--- src/rtl/qdr_pkg.sv ---
package qdr_pkg;

    localparam int CFG_W      = 32;
    localparam int DUAL_BIT   = 30;
    localparam int SEPBUS_BIT = 29;
    localparam int UPAGE_BIT  = 28;

    typedef enum logic [1:0] {
        TOPO_SINGLE   = 2'd0,
        TOPO_STACKED  = 2'd1,
        TOPO_PARALLEL = 2'd2
    } topo_e;

    typedef struct packed {
        logic dual;
        logic sepbus;
        logic upage;
    } cfg_t;

    localparam cfg_t CFG_RESET = '{dual: 1'b0, sepbus: 1'b0, upage: 1'b0};

    function automatic cfg_t cfg_from_word(input logic [CFG_W-1:0] w);
        cfg_t c;
        c.dual   = w[DUAL_BIT];
        c.sepbus = w[SEPBUS_BIT];
        c.upage  = w[UPAGE_BIT];
        return c;
    endfunction

    function automatic topo_e topo_of(input cfg_t c);
        if (!c.dual)
            return TOPO_SINGLE;
        if (!c.sepbus)
            return TOPO_STACKED;
        return TOPO_PARALLEL;
    endfunction

endpackage

--- src/rtl/qdr_cfg_reg.sv ---
module qdr_cfg_reg
    import qdr_pkg::*;
(
    input  logic             clk,
    input  logic             rst,
    input  logic             cfg_wr,
    input  logic [CFG_W-1:0] cfg_wdata,
    input  logic             xfer_idle,
    output cfg_t             act_cfg
);

    cfg_t act_q;
    cfg_t pend_q;
    logic pend_v;

    // A write is held while a transfer runs, and is released at the first idle edge.
    always_ff @(posedge clk) begin
        if (rst) begin
            act_q  <= CFG_RESET;
            pend_q <= CFG_RESET;
            pend_v <= 1'b0;
        end else if (cfg_wr && xfer_idle) begin
            act_q  <= cfg_from_word(cfg_wdata);
            pend_v <= 1'b0;
        end else if (cfg_wr) begin
            pend_q <= cfg_from_word(cfg_wdata);
            pend_v <= 1'b1;
        end else if (pend_v && xfer_idle) begin
            act_q  <= pend_q;
            pend_v <= 1'b0;
        end
    end

    assign act_cfg = act_q;

    // the topology never changes across an edge sampled mid-transfer
    a_r9_no_change_mid_xfer: assert property (@(posedge clk) disable iff (rst)
        !xfer_idle |=> $stable(act_q));

    // a held word is released at the first idle edge
    a_r9_pending_released: assert property (@(posedge clk) disable iff (rst)
        (pend_v && xfer_idle) |=> !pend_v);

endmodule

--- src/rtl/qdr_cs_steer.sv ---
module qdr_cs_steer
    import qdr_pkg::*;
(
    input  logic  clk,
    input  logic  rst,
    input  topo_e topo,
    input  logic  upage,
    input  logic  m_cs_n,
    input  logic  m_sclk,
    output logic  lo_cs_n,
    output logic  up_cs_n,
    output logic  lo_sclk,
    output logic  up_sclk
);

    logic upper_only;
    logic upper_used;

    assign upper_only = (topo == TOPO_STACKED) && upage;
    assign upper_used = (topo == TOPO_PARALLEL) || upper_only;

    assign lo_cs_n = upper_only ? 1'b1 : m_cs_n;
    assign up_cs_n = upper_used ? m_cs_n : 1'b1;
    assign lo_sclk = m_sclk;
    assign up_sclk = (topo == TOPO_SINGLE) ? 1'b0 : m_sclk;

    // in stacked mode at most one device is selected
    a_r3_one_device_selected: assert property (@(posedge clk) disable iff (rst)
        (topo == TOPO_STACKED) |-> (lo_cs_n || up_cs_n));

    // in parallel mode both devices are selected together
    a_r5_cs_together: assert property (@(posedge clk) disable iff (rst)
        (topo == TOPO_PARALLEL) |-> (lo_cs_n == up_cs_n));

    // in single mode the upper device is never selected or clocked
    a_r2_upper_idle: assert property (@(posedge clk) disable iff (rst)
        (topo == TOPO_SINGLE) |-> (up_cs_n && !up_sclk));

endmodule

--- src/rtl/qdr_lane_mux.sv ---
module qdr_lane_mux
    import qdr_pkg::*;
#(
    parameter int LANES = 4
) (
    input  logic               clk,
    input  logic               rst,
    input  topo_e              topo,
    input  logic               upage,
    input  logic               data_phase,
    input  logic [2*LANES-1:0] m_io_o,
    input  logic [2*LANES-1:0] m_io_oe,
    output logic [2*LANES-1:0] m_io_i,
    output logic [LANES-1:0]   lo_io_o,
    output logic [LANES-1:0]   lo_io_oe,
    input  logic [LANES-1:0]   lo_io_i,
    output logic [LANES-1:0]   up_io_o,
    output logic [LANES-1:0]   up_io_oe,
    input  logic [LANES-1:0]   up_io_i
);

    localparam int BUS_W = 2 * LANES;

    logic             weave;
    logic             up_on;
    logic [LANES-1:0] sel_i;
    logic [BUS_W-1:0] woven;
    logic [BUS_W-1:0] narrow;

    assign weave = (topo == TOPO_PARALLEL) && data_phase;
    assign up_on = (topo != TOPO_SINGLE);
    assign sel_i = ((topo == TOPO_STACKED) && upage) ? up_io_i : lo_io_i;

    for (genvar k = 0; k < LANES; k++) begin : g_lane
        assign lo_io_o[k]  = weave ? m_io_o[2*k]  : m_io_o[k];
        assign lo_io_oe[k] = weave ? m_io_oe[2*k] : m_io_oe[k];
        assign up_io_o[k]  = up_on & (weave ? m_io_o[2*k+1]  : m_io_o[k]);
        assign up_io_oe[k] = up_on & (weave ? m_io_oe[2*k+1] : m_io_oe[k]);

        assign woven[2*k]     = lo_io_i[k];
        assign woven[2*k+1]   = up_io_i[k];
        assign narrow[k]       = sel_i[k];
        assign narrow[k+LANES] = 1'b0;
    end

    assign m_io_i = weave ? woven : narrow;

    // the upper bus stays quiet when only one device is fitted
    a_r2_upper_bus_quiet: assert property (@(posedge clk) disable iff (rst)
        (topo == TOPO_SINGLE) |-> (up_io_oe == '0 && up_io_o == '0));

    // command and address cycles put identical values on both buses
    a_r6_cmd_copied: assert property (@(posedge clk) disable iff (rst)
        ((topo == TOPO_PARALLEL) && !data_phase) |-> (lo_io_o == up_io_o && lo_io_oe == up_io_oe));

    // the upper half of the return path is zero when not interleaving
    a_r4_high_nibble_zero: assert property (@(posedge clk) disable iff (rst)
        !weave |-> (m_io_i[BUS_W-1:LANES] == '0));

endmodule

--- src/rtl/qspi_dual_router.sv ---
module qspi_dual_router
    import qdr_pkg::*;
#(
    parameter int LANES = 4,
    localparam int BUS_W = 2 * LANES
) (
    input  logic             clk,
    input  logic             rst,
    input  logic             cfg_wr,
    input  logic [CFG_W-1:0] cfg_wdata,
    input  logic             m_cs_n,
    input  logic             m_sclk,
    input  logic             m_data_phase,
    input  logic [BUS_W-1:0] m_io_o,
    input  logic [BUS_W-1:0] m_io_oe,
    output logic [BUS_W-1:0] m_io_i,
    output logic             lo_cs_n,
    output logic             lo_sclk,
    output logic [LANES-1:0] lo_io_o,
    output logic [LANES-1:0] lo_io_oe,
    input  logic [LANES-1:0] lo_io_i,
    output logic             up_cs_n,
    output logic             up_sclk,
    output logic [LANES-1:0] up_io_o,
    output logic [LANES-1:0] up_io_oe,
    input  logic [LANES-1:0] up_io_i
);

    cfg_t  act_cfg;
    topo_e topo;

    qdr_cfg_reg u_cfg (
        .clk       (clk),
        .rst       (rst),
        .cfg_wr    (cfg_wr),
        .cfg_wdata (cfg_wdata),
        .xfer_idle (m_cs_n),
        .act_cfg   (act_cfg)
    );

    assign topo = topo_of(act_cfg);

    qdr_cs_steer u_cs (
        .clk     (clk),
        .rst     (rst),
        .topo    (topo),
        .upage   (act_cfg.upage),
        .m_cs_n  (m_cs_n),
        .m_sclk  (m_sclk),
        .lo_cs_n (lo_cs_n),
        .up_cs_n (up_cs_n),
        .lo_sclk (lo_sclk),
        .up_sclk (up_sclk)
    );

    qdr_lane_mux #(.LANES(LANES)) u_lanes (
        .clk        (clk),
        .rst        (rst),
        .topo       (topo),
        .upage      (act_cfg.upage),
        .data_phase (m_data_phase),
        .m_io_o     (m_io_o),
        .m_io_oe    (m_io_oe),
        .m_io_i     (m_io_i),
        .lo_io_o    (lo_io_o),
        .lo_io_oe   (lo_io_oe),
        .lo_io_i    (lo_io_i),
        .up_io_o    (up_io_o),
        .up_io_oe   (up_io_oe),
        .up_io_i    (up_io_i)
    );

endmodule

--- config.mk ---
export PLATFORM = sky130hd
export DESIGN_NAME = qspi_dual_router
export DESIGN_NICKNAME = d
export VERILOG_FILES = /design/src/rtl/qdr_pkg.sv /design/src/rtl/qdr_cfg_reg.sv /design/src/rtl/qdr_cs_steer.sv /design/src/rtl/qdr_lane_mux.sv /design/src/rtl/qspi_dual_router.sv
export SDC_FILE = /design/constraint.sdc
export NUM_CORES = 1
export LEC_CHECK = 0
export ABC_AREA = 0
export BUFFER_PORTS_ARGS = -buffer_cell sky130_fd_sc_hd__buf_2
export CORE_AREA = 2 2 54 56
export CTS_CLUSTER_DIAMETER = 120
export DETAILED_ROUTE_END_ITERATION = 6
export DIE_AREA = 0 0 56 58
export PLACE_DENSITY = 0.75
export SYNTH_ARGS = -nofsm -noshare
export SYNTH_HDL_FRONTEND = slang
export SYNTH_HIERARCHICAL = 1
export SYNTH_SLANG_ARGS = --single-unit
--- constraint.sdc ---
create_clock -name clk -period 1.2 [get_ports clk]
set_input_delay 0.12 -clock clk [delete_from_list [all_inputs] [get_ports clk]]
set_output_delay 0.12 -clock clk [all_outputs]
set_load 0.02 [all_outputs]
# Yosys cells after proc, flatten, opt, wreduce, memory -nomap -nowiden
# Index checks and enable logic that the tools add are counted.
dict set report totals {
  word_cells 61
  reg_bits 7
}
dict set report op_classes {
  mux 30
  n_eq_ne 3
  n_bitwise 9
  reduce_logical 12
}
# operator count
set op_table {}
lappend op_table {{1-bit two-way mux} 21}
lappend op_table {{3-bit two-way mux} 3}
lappend op_table {{1-bit AND} 8}
lappend op_table {{2-bit two-way mux} 4}
lappend op_table {{8-bit two-way mux} 1}
lappend op_table {{2-bit nonzero test} 3}
lappend op_table {{1-bit logical AND} 4}
lappend op_table {{4-bit two-way mux} 1}
lappend op_table {{2-bit AND reduction} 2}
lappend op_table {{2-bit by 1-bit equality test with 1-bit output (second input constant)} 1}
lappend op_table {{2-bit equality test (second input constant)} 1}
lappend op_table {{2-bit zero test} 1}
lappend op_table {{2-bit by 1-bit inequality test with 1-bit output (second input constant)} 1}
lappend op_table {{2-bit OR reduction} 1}
lappend op_table {{1-bit logical OR} 1}
lappend op_table {{1-bit inverter} 1}

# Longest topological paths before layout
# Gate-level depths: netlist (run 1).
dict set report depth {
  ltp_word 8
  depth_mapped 5
}

# Modules after synthesis
# Netlist (run 1), hierarchy kept.
# mod instances cells_per_inst area_per_inst_um2
set by_module_without_submodules {}
lappend by_module_without_submodules {qdr_lane_mux 1 59 417.9}
lappend by_module_without_submodules {qdr_cfg_reg 1 28 296.5}
lappend by_module_without_submodules {qdr_cs_steer 1 6 42.5}
lappend by_module_without_submodules {qspi_dual_router 1 2 16.3}

# Worst setup path before layout (run 1)
# Ideal clock, no wire load.
dict set report synth_path {
  path_type {flip-flop to output port}
  startpoint {register u_cfg.act_q (netlist bit u_cfg/act_cfg[1])}
  endpoint {output port m_io_i[1]}
  arrival_time_ns 1.241
  slack_ns -0.161
  stages_incl_launch_ff 6
  path_cell_list {dfxtp_1 > and2_2 > buf_6 > nor2b_4 > mux2i_1 > a21oi_1}
}
dict set report synth_between {
  elab_chain_len 8
  word_cells_on_any_way 11
  cone_classes {eq/ne: 2; mux: 7; reduce/logical: 2}
}
# element line_no
set synth_lines {}
lappend synth_lines {{from (decl)} qdr_cfg_reg.sv:12} ;# cfg_t act_q;
lappend synth_lines {{from (signal assigned)} qdr_cfg_reg.sv:23} ;# act_q <= cfg_from_word(cfg_wdata);
lappend synth_lines {{from (signal assigned)} qdr_cfg_reg.sv:29} ;# act_q <= pend_q;
lappend synth_lines {{1-bit two-way mux (2 in a row)} qdr_pkg.sv:33} ;# if (!c.sepbus)
lappend synth_lines {{2-bit two-way mux (*)} qdr_pkg.sv:35} ;# return TOPO_PARALLEL;
lappend synth_lines {{2-bit two-way mux (*)} qdr_pkg.sv:33}
lappend synth_lines {{named net topo[1]} qspi_dual_router.sv:30} ;# topo_e topo;
lappend synth_lines {{2-bit by 1-bit equality test with 1-bit output} qdr_lane_mux.sv:32} ;# assign sel_i = ((topo == TOPO_STACKED) && upage) ? up_io_i : lo_io_i;
lappend synth_lines {{1-bit logical AND} qdr_lane_mux.sv:32}
lappend synth_lines {{4-bit two-way mux} qdr_lane_mux.sv:32}
lappend synth_lines {{8-bit two-way mux (*)} qdr_lane_mux.sv:46} ;# assign m_io_i = weave ? woven : narrow;
lappend synth_lines {{to (decl)} qspi_dual_router.sv:16} ;# output logic [BUS_W-1:0] m_io_i,
# Mark *: on every way through the listed nets, which the timed path passes. The rest lies on a longest branch. The select of a mux whose other input is x is not followed.

# Worst setup path in the final report (run 1)
dict set report layout_path {
  startpoint {register u_cfg.act_q (netlist bit u_cfg/act_cfg[1])}
  endpoint {output port lo_io_o[3]}
}
dict set report layout_between {
  elab_chain_len 7
  word_cells_on_any_way 8
  cone_classes {eq/ne: 1; mux: 6; reduce/logical: 1}
}
# element line_no
set layout_lines {}
lappend layout_lines {{1-bit two-way mux (2 in a row)} qdr_pkg.sv:33}
lappend layout_lines {{2-bit two-way mux (*)} qdr_pkg.sv:35}
lappend layout_lines {{2-bit two-way mux (*)} qdr_pkg.sv:33}
lappend layout_lines {{named net topo[0]} qspi_dual_router.sv:30}
lappend layout_lines {{2-bit equality test (*)} qdr_lane_mux.sv:30} ;# assign weave = (topo == TOPO_PARALLEL) && data_phase;
lappend layout_lines {{1-bit logical AND (*)} qdr_lane_mux.sv:30}
lappend layout_lines {{1-bit two-way mux (*)} qdr_lane_mux.sv:35} ;# assign lo_io_o[k] = weave ? m_io_o[2*k] : m_io_o[k];
lappend layout_lines {{to (decl)} qspi_dual_router.sv:19} ;# output logic [LANES-1:0] lo_io_o,
# Marked as above.

==> run summary, run 1 <==
In this run the critical register-to-register path is launched from u_cfg/pend_v$_SDFFE_PP0P_. The H-tree depth reported by CTS came out at 1. In the final timing run, aggregate negative setup slack is -10280 ps. The instance area after placement is 0.001175 mm^2. Once detail routing completed, the nets flagged for antenna violations numbered 0.

The total grt overflow came out at 0. The netlist uses 27 different library cells. The share of the Yosys chip area taken by registers is 0.1812. The floorplan die area came out at 0.003248 mm^2. The peak supply drop came out at 0.5043 mV. The number of antenna violations at the first check in global routing is 0. In this run the count of I/O pins placed on the die edge is 90.

The total of max-cap violations came out at 0. The clock latency reported for the late side of the worst-skew pair is 250 ps. The internal power summed over all cells came out at 0.0005977 W. The slew at the pin with the worst max-slew slack is 223.5 ps. The checks that failed: setup timing. The summed area of non-filler cells in the final layout came out at 0.001355 mm^2. The destination of the worst register-to-register timing path is u_cfg/act_cfg[1]$_SDFFE_PP0P_. The tree built by TritonCTS fans out to 7 sinks. The path depth of the worst reg2reg path is 3.

The first-pass GRT wire length came out at 3.657 mm. Of the post-synthesis cell area, the dominant cell type holds 0.1812. The global router's overall resource usage is 0.1370.

The worst pin sits at a relative slew slack of 0.8507. The via count of the first global-routing pass came out at 843. In this run the worst path has a maximum fanout of 6.

The flip-flop and latch count after synthesis is 7. The total of endpoints with negative setup slack in the final report came out at 25. Counting both buffers and inverters, the worst setup path holds a total of 1. The most critical setup path has its startpoint at u_cfg/act_cfg[1]$_SDFFE_PP0P_. The total number of yosys warnings is 6. After technology mapping, the gate count stands at 95.

The post-detailed-routing wire length is 2.258 mm. The type of the setup path with the least slack is flip-flop to output port. The initial utilization of the core area, before any placement, comes to 0.2904. Entering global routing, the biggest net connects 13 pins. The clock skew is 1.868 ps. The worst endpoint required time came out at 1080 ps. The peak per-stage delay on the critical path is 330 ps. The run finished, with violations left.

For the worst setup path, the data arrival time is 1550 ps. At the end of the flow the core is filled with cells to 0.5089. Of the total power, registers draw 0.280. The max-slew violation total from the final report came out at 0. The final net count is 227. Routability-driven placement finished with a final weighted congestion of 0.7461. The total via count in the routed design came out at 925. In the post-synthesis netlist, the biggest area contributors are sky130_fd_sc_hd__dfxtp_1 (18%), sky130_fd_sc_hd__mux2_4 (14%), sky130_fd_sc_hd__mux2i_1 (12%). The post-route DRC violation count came out at 0. Dividing the final minimum period by the clock period gives 1.388.

The total clock buffers created by CTS came out at 3. The horizontal die dimension came out at 56 um. The cell at the slowest stage of the critical path is sky130_fd_sc_hd__dfxtp_2. The number of antenna diodes came out at 0.

The clock network fraction of total power came out at 0.241. The cell family contributing the most delay on the critical path is simple AND/OR/NAND/NOR gates. The initialized floorplan defines 19 standard-cell rows.

The clock-pin slew of the registers on the worst-case setup and hold paths is 50 ps. The post-synthesis cell type with the largest combined area is sky130_fd_sc_hd__dfxtp_1. In the layout the commonest cells are sky130_fd_sc_hd__buf_2 (49), sky130_fd_sc_hd__buf_6 (11), sky130_fd_sc_hd__buf_4 (11). The worst setup path is captured at an output port. The layout cell share with drive strength beyond 1 is 0.6890. The mean post-synth cell area is 8.139 um^2. For this design the ratio of total power to cell area is 676.2 mW/mm^2. The final critical delay including setup and external delays came out at 1666 ps. The number of buffer cells added on primary ports is 60. For this run, the detailed router's first-pass iteration total came to 3. The first-iteration detailed-routing DRC count came out at 17. The post-synthesis net count came out at 157. The signed area change from the synthesized netlist to the final layout came out at 75.24%. In the routed layout, each cell is associated on average with a via count of 4.744. In this run the clock root is driven by a sky130_fd_sc_hd__clkbuf_4. The post-layout worst setup margin is -466.1 ps. The synthesized cell area is 773.2 um^2. The kind of start point of the critical path is a flip-flop. Walking the worst path, the cells encountered are and2b_2 > nor2b_4 > nand2_4 > mux2_4 > buf_6.

The die is 58 um tall. The core area came out at 0.002663 mm^2. For this design the static power due to leakage is 0.7124 nW. The switching fraction of total power came out at 0.3476.

The library cell used most frequently in the layout, excluding fill and tap cells, is sky130_fd_sc_hd__buf_2. No sink is reached through more buffers than the 2 on the longest clock path. The final-report hold violation count is 0. Summed over all nets, the half-perimeter wirelength after detailed placement is 1.700 mm. The class of the tightest hold or removal check is primary input to flip-flop. Dividing the detail-routed wire length by the instance count gives 11.58 um. TritonCTS built the clock tree. The power share of the combinational group is 0.479. Setup repair after global routing could not meet its margin everywhere. The switching power summed over all nets came out at 0.0003185 W.

In this run the worst setup path terminates at lo_io_o[3]. Hold repair after CTS inserted 0 buffers. Timing would allow up to 600.2 MHz. The worst setup slack for register-to-register paths came out at 350 ps.

The number of cells on the critical path is 5.
[how the worst min path moves through the flow]
stage | depth (start not counted) | end | from
after global routing | 2 | u_cfg/act_cfg[1]$_SDFFE_PP0P_ | rst
after global placement | 2 | u_cfg/pend_v$_SDFFE_PP0P_ | m_cs_n
after CTS | 2 | u_cfg/pend_v$_SDFFE_PP0P_ | m_cs_n
final | 2 | u_cfg/pend_v$_SDFFE_PP0P_ | m_cs_n
after floorplan | 1 | u_cfg/act_cfg[1]$_SDFFE_PP0P_ | rst
after detailed placement | 2 | u_cfg/pend_v$_SDFFE_PP0P_ | m_cs_n
[timing repair]
item | CTS | global route
endpoints found under the setup margin | 25 | 25
cloned | 0 | 1
setup buffers | 3 | 2
resized for setup | 23 | 9
pin swaps | 1 | 5
[metrics by stage]
| stage | hold slack (ps) | power (W) | instances | setup slack [ps] |
|---|---|---|---|---|
| after floorplan | 185.3 | 0.0004930 | 95 | -93.84 |
| after global placement | 372.4 | 0.0006350 | 186 | -184.1 |
| after detailed placement | 377.0 | 0.0006390 | 186 | -197.4 |
| after global routing | 123.5 | 0.0009719 | 195 | -535.4 |
| final | 108.0 | 0.0009162 | 195 | -466.1 |
| after CTS | 103.2 | 0.0009048 | 193 | -463.4 |
[power groups by stage]
stage	Sequential (W)	Combinational, W	Clock (W)
global route	0.000258	0.000475	0.000239
finish	0.000256	0.000439	0.000221
floorplan	0.000259	0.000234	0
global placement	0.000260	0.000375	0
CTS	0.000256	0.000421	0.000228
detailed placement	0.000261	0.000378	0
[state kept, by name, indices dropped and copies added, names as in the netlist]
name,cells
u_cfg/act_cfg,3
u_cfg/pend_q,3
u_cfg/pend_v,1
[Yosys cell counts]
master,n
sky130_fd_sc_hd__and2b_2,1
sky130_fd_sc_hd__buf_2,1
sky130_fd_sc_hd__a21oi_1,3
sky130_fd_sc_hd__nand2_1,10
sky130_fd_sc_hd__nand3b_1,1
sky130_fd_sc_hd__and2b_4,1
sky130_fd_sc_hd__o21a_1,1
sky130_fd_sc_hd__o21ai_0,8
sky130_fd_sc_hd__nor2_1,7
sky130_fd_sc_hd__o21a_4,1
sky130_fd_sc_hd__nor2b_4,2
sky130_fd_sc_hd__buf_4,3
sky130_fd_sc_hd__dfxtp_1,7
sky130_fd_sc_hd__nor3_1,1
sky130_fd_sc_hd__and3_1,7
sky130_fd_sc_hd__a211oi_1,6
sky130_fd_sc_hd__nand2_4,1
sky130_fd_sc_hd__nor2b_1,1
sky130_fd_sc_hd__mux2_4,7
sky130_fd_sc_hd__buf_1,1
sky130_fd_sc_hd__mux2i_1,9
sky130_fd_sc_hd__a21o_1,1
sky130_fd_sc_hd__buf_6,2
sky130_fd_sc_hd__clkbuf_1,1
sky130_fd_sc_hd__and2_2,1
sky130_fd_sc_hd__nand3_1,8
sky130_fd_sc_hd__nand2b_1,3
[routing by layer]
metal	share of wire	routed length, um	global-route usage	vias to the layer above
li1	-	-	-	481
met4	0.017	38	0.06463	0
met5	0	0	0	-
met1	0.39	890	0.1601	390
met3	0.10	235	0.04018	4
met2	0.48	1093	0.2319	50
[logic make-up (layout without fill, tap and decap cells)]
family / after synthesis / after routing / share of synthesized area
AND/OR/NAND/NOR: 44 / 45 / 0.3237
AO/OA/AOI/OAI: 20 / 20 / 0.1683
multiplexers: 16 / 16 / 0.2524
buffers and inverters: 8 / 76 / 0.07441
flip-flops: 7 / 7 / 0.1812
[area by class of cell]
| cell class | count | area, um^2 |
|---|---|---|
| multi-input combinational | 81 | 675.6 |
| fill | 261 | 1308 |
| tap | 31 | 38.79 |
| clock buffer | 4 | 26.28 |
| timing repair buffer | 72 | 471.7 |
| sequential | 7 | 142.6 |
Note: power is estimated with default switching activity, not from simulation.
==> run 2: changes to the inputs <==
--- a/config.mk
+++ b/config.mk
@@ -12,6 +12,7 @@
 export DETAILED_ROUTE_END_ITERATION = 6
 export DIE_AREA = 0 0 56 58
 export PLACE_DENSITY = 0.75
+export RECOVER_POWER = 25
 export SYNTH_ARGS = -nofsm -noshare
 export SYNTH_HDL_FRONTEND = slang
 export SYNTH_HIERARCHICAL = 1
==> run 2 against run 1 <==
Core utilization down 0.094 points. First-iteration DRC count grew 5.9%. Clock-buffer cell count did not move. Combinational power about the same. Clock skew unchanged. Critical path depth unchanged. Wire length stayed put. Die area did not move. Sequential cell count unchanged. Power is 0.10% lower. Hold slack unchanged. Largest cell class unchanged. Register-to-register slack hardly changed. The flow still finishes with violations (setup timing). Largest power group unchanged.
==> run summary, run 2 (synthesis gave the netlist of run 1 again) <==
The average wire length per cell after detail routing came out at 11.58 um. The total grt overflow is 0. The clock skew came out at 1.868 ps. STA classifies the critical path endpoint as an output port. The detailed-placement wirelength estimate is 1.700 mm. The tool flagged a number of max-cap violations equal to 0. The run finished, with violations left. The data arrival time of the worst path is 1550 ps. The horizontal die dimension is 56 um. The core area is 0.002663 mm^2.

The top-level port count is 90. Setup repair after global routing could not meet its margin everywhere. The layout cell share with drive strength beyond 1 came out at 0.6768. The routed via count divided by cell count came out at 4.738. After filler insertion, the fill cell instance count of the layout stands at 260. The worst endpoint required time is 1080 ps.

The final RePlAce weighted congestion came out at 0.7461. The global router's overall resource usage is 0.1370. The max-slew violation total from the final report was 0. The signal on the critical path passes through and2b_2 > nor2b_4 > nand2_4 > mux2_4 > buf_6.

STA classifies the critical path startpoint as a flip-flop. The effective utilization at floorplan came out at 0.2904. The first-iteration detailed-routing DRC count came out at 18. The number of sinks driven by the clock tree is 7.

The final-report hold violation count is 0. The signed area change from the synthesized netlist to the final layout is 74.92%. The worst slew margin relative to its limit is 0.8285. The final net count came out at 227. TritonCTS built the clock tree. The total of endpoints with negative setup slack in the final report is 25. The clock-pin slew of the registers on the worst-case setup and hold paths came out at 50 ps. After clock tree synthesis, the flow added hold-fix buffers numbering 0. The final critical delay including setup and external delays is 1665 ps. The power share of the combinational group is 0.479. The first global-routing pass estimated 3.657 mm of wire.

By startpoint and endpoint, the worst setup path is classified as flip-flop to output port. Of the total power, the clock network draws 0.241. The part of the power in registers is 0.280. For this run, design rule violations remaining after detail routing come to 0. The cell depth of the worst min-delay path is 2. The floorplan die area is 0.003248 mm^2. The post-detailed-routing wire length came out at 2.258 mm. The row count came out at 19. The leakage dissipation came out at 0.7069 nW. The share of the clock period used by the worst path is 1.388. The clock latency reported for the late side of the worst-skew pair is 250 ps.

For this design, the slowest cell found on the critical path is sky130_fd_sc_hd__dfxtp_2. Entering global routing, the biggest net connects 13 pins. The buffer depth of the longest clock path is 2.

The total negative setup slack is -10270 ps. The number of antenna violations at the first check in global routing is 0. The number of clock buffers added by TritonCTS is 3. Along the worst path, the maximum fanout reaches 6.

The via count of the first global-routing pass came out at 843. The switching power summed over all nets came out at 0.0003186 W. Dividing total power by cell area gives a power density of 676.7 mW/mm^2.

The peak supply drop came out at 0.5038 mV. The number of buffer cells added on primary ports is 60. The die extent in y is 58 um. For this run, the share of the core covered by cells in the final layout is 0.5080. The min-delay analysis places its worst path in the category primary input to flip-flop.

Internal power comes to 0.0005967 W. The path depth of the worst reg2reg path came out at 3. The checks that failed: setup timing. The switching fraction of total power is 0.3480.

The top cell types in the final layout, fill and taps aside, are sky130_fd_sc_hd__buf_2 (47), sky130_fd_sc_hd__buf_6 (11), sky130_fd_sc_hd__buf_4 (11). Leaving out fill and tap cells, the most frequent cell in the layout is sky130_fd_sc_hd__buf_2. The first-pass detailed-route iteration total came out at 3. The post-layout worst setup margin is -465.3 ps. The peak per-stage delay on the critical path came out at 330 ps. Based on the critical path, the design can be clocked at up to 600.5 MHz. The routed layout has 924 vias. The H-tree depth reported by CTS is 1. The remaining antenna violation count after routing is 0. At the pin with the least slew margin, the transition time is 258.4 ps. CTS placed an instance of sky130_fd_sc_hd__clkbuf_4 at the clock tree root.

The number of antenna diodes in the final layout is 0.
[run 2: changes by cell type in the layout (fill, tap and decap cells not counted)]
cell	previous run	this run
sky130_fd_sc_hd__clkbuf_1	1	3
sky130_fd_sc_hd__buf_2	49	47
[run 2: final timing paths]
path                                  from                            end  slack, ps
max          u_cfg/act_cfg[1]$_SDFFE_PP0P_                     lo_io_o[3]       -470
min                                 m_cs_n      u_cfg/pend_v$_SDFFE_PP0P_        110
max reg2reg      u_cfg/pend_v$_SDFFE_PP0P_  u_cfg/act_cfg[1]$_SDFFE_PP0P_        350
min reg2reg   u_cfg/pend_q[1]$_SDFFE_PP0P_   u_cfg/pend_q[1]$_SDFFE_PP0P_        480
[run 2: area by class of cell]
cell class	instances	area [um^2]	area share
sequential	7	142.6	0.1055
multi-input combinational	81	675.6	0.4995
clock buffer	4	26.28	0.01943
tap	31	38.79	0.02868
timing repair buffer	72	469.2	0.3469
[run 2: timing repair]
| action | CTS | global route |
|---|---|---|
| resized for setup | 23 | 9 |
| gates cloned | 0 | 1 |
| endpoints found under the hold margin | 0 | 0 |
| buffers inserted | 3 | 2 |
| endpoints found under the setup margin | 25 | 25 |
| pin swaps | 1 | 5 |
[run 2: power by group through the flow]
stage / combinational, W / clock, W / sequential [W]
2_1_floorplan: 0.000234 / 0 / 0.000259
3_3_place_gp: 0.000375 / 0 / 0.000260
3_5_place_dp: 0.000378 / 0 / 0.000261
4_1_cts: 0.000421 / 0.000228 / 0.000256
5_1_grt: 0.000474 / 0.000239 / 0.000258
6_report: 0.000438 / 0.000221 / 0.000256
[run 2: per-stage QoR]
step | instance area (um^2) | instances | power (W) | hold WS [ps] | setup slack (ps)
final | 1353 | 195 | 0.0009153 | 108.0 | -465.3
after global routing | 1353 | 195 | 0.0009710 | 123.5 | -535.4
after CTS | 1304 | 193 | 0.0009048 | 103.2 | -463.4
after detailed placement | 1175 | 186 | 0.0006390 | 377.0 | -197.4
after global placement | 1175 | 186 | 0.0006350 | 372.4 | -184.1
after floorplan | 824.5 | 95 | 0.0004930 | 185.3 | -93.84
[run 2: critical path, delay by kind of cell (launching register included)]
| kind | cells | cell delay (ps) |
|---|---|---|
| flops | 1 | 330 |
| simple gates | 3 | 520 |
| buf+inv | 1 | 130 |
| mux | 1 | 320 |
[run 2: routing by layer]
metal / GRT usage / wire (um) / vias up
met3: 0.04018 / 230 / 4
met2: 0.2319 / 1092 / 50
met4: 0.06463 / 38 / 0
met1: 0.1601 / 896 / 389
li1: - / - / 481
met5: 0 / 0 / -
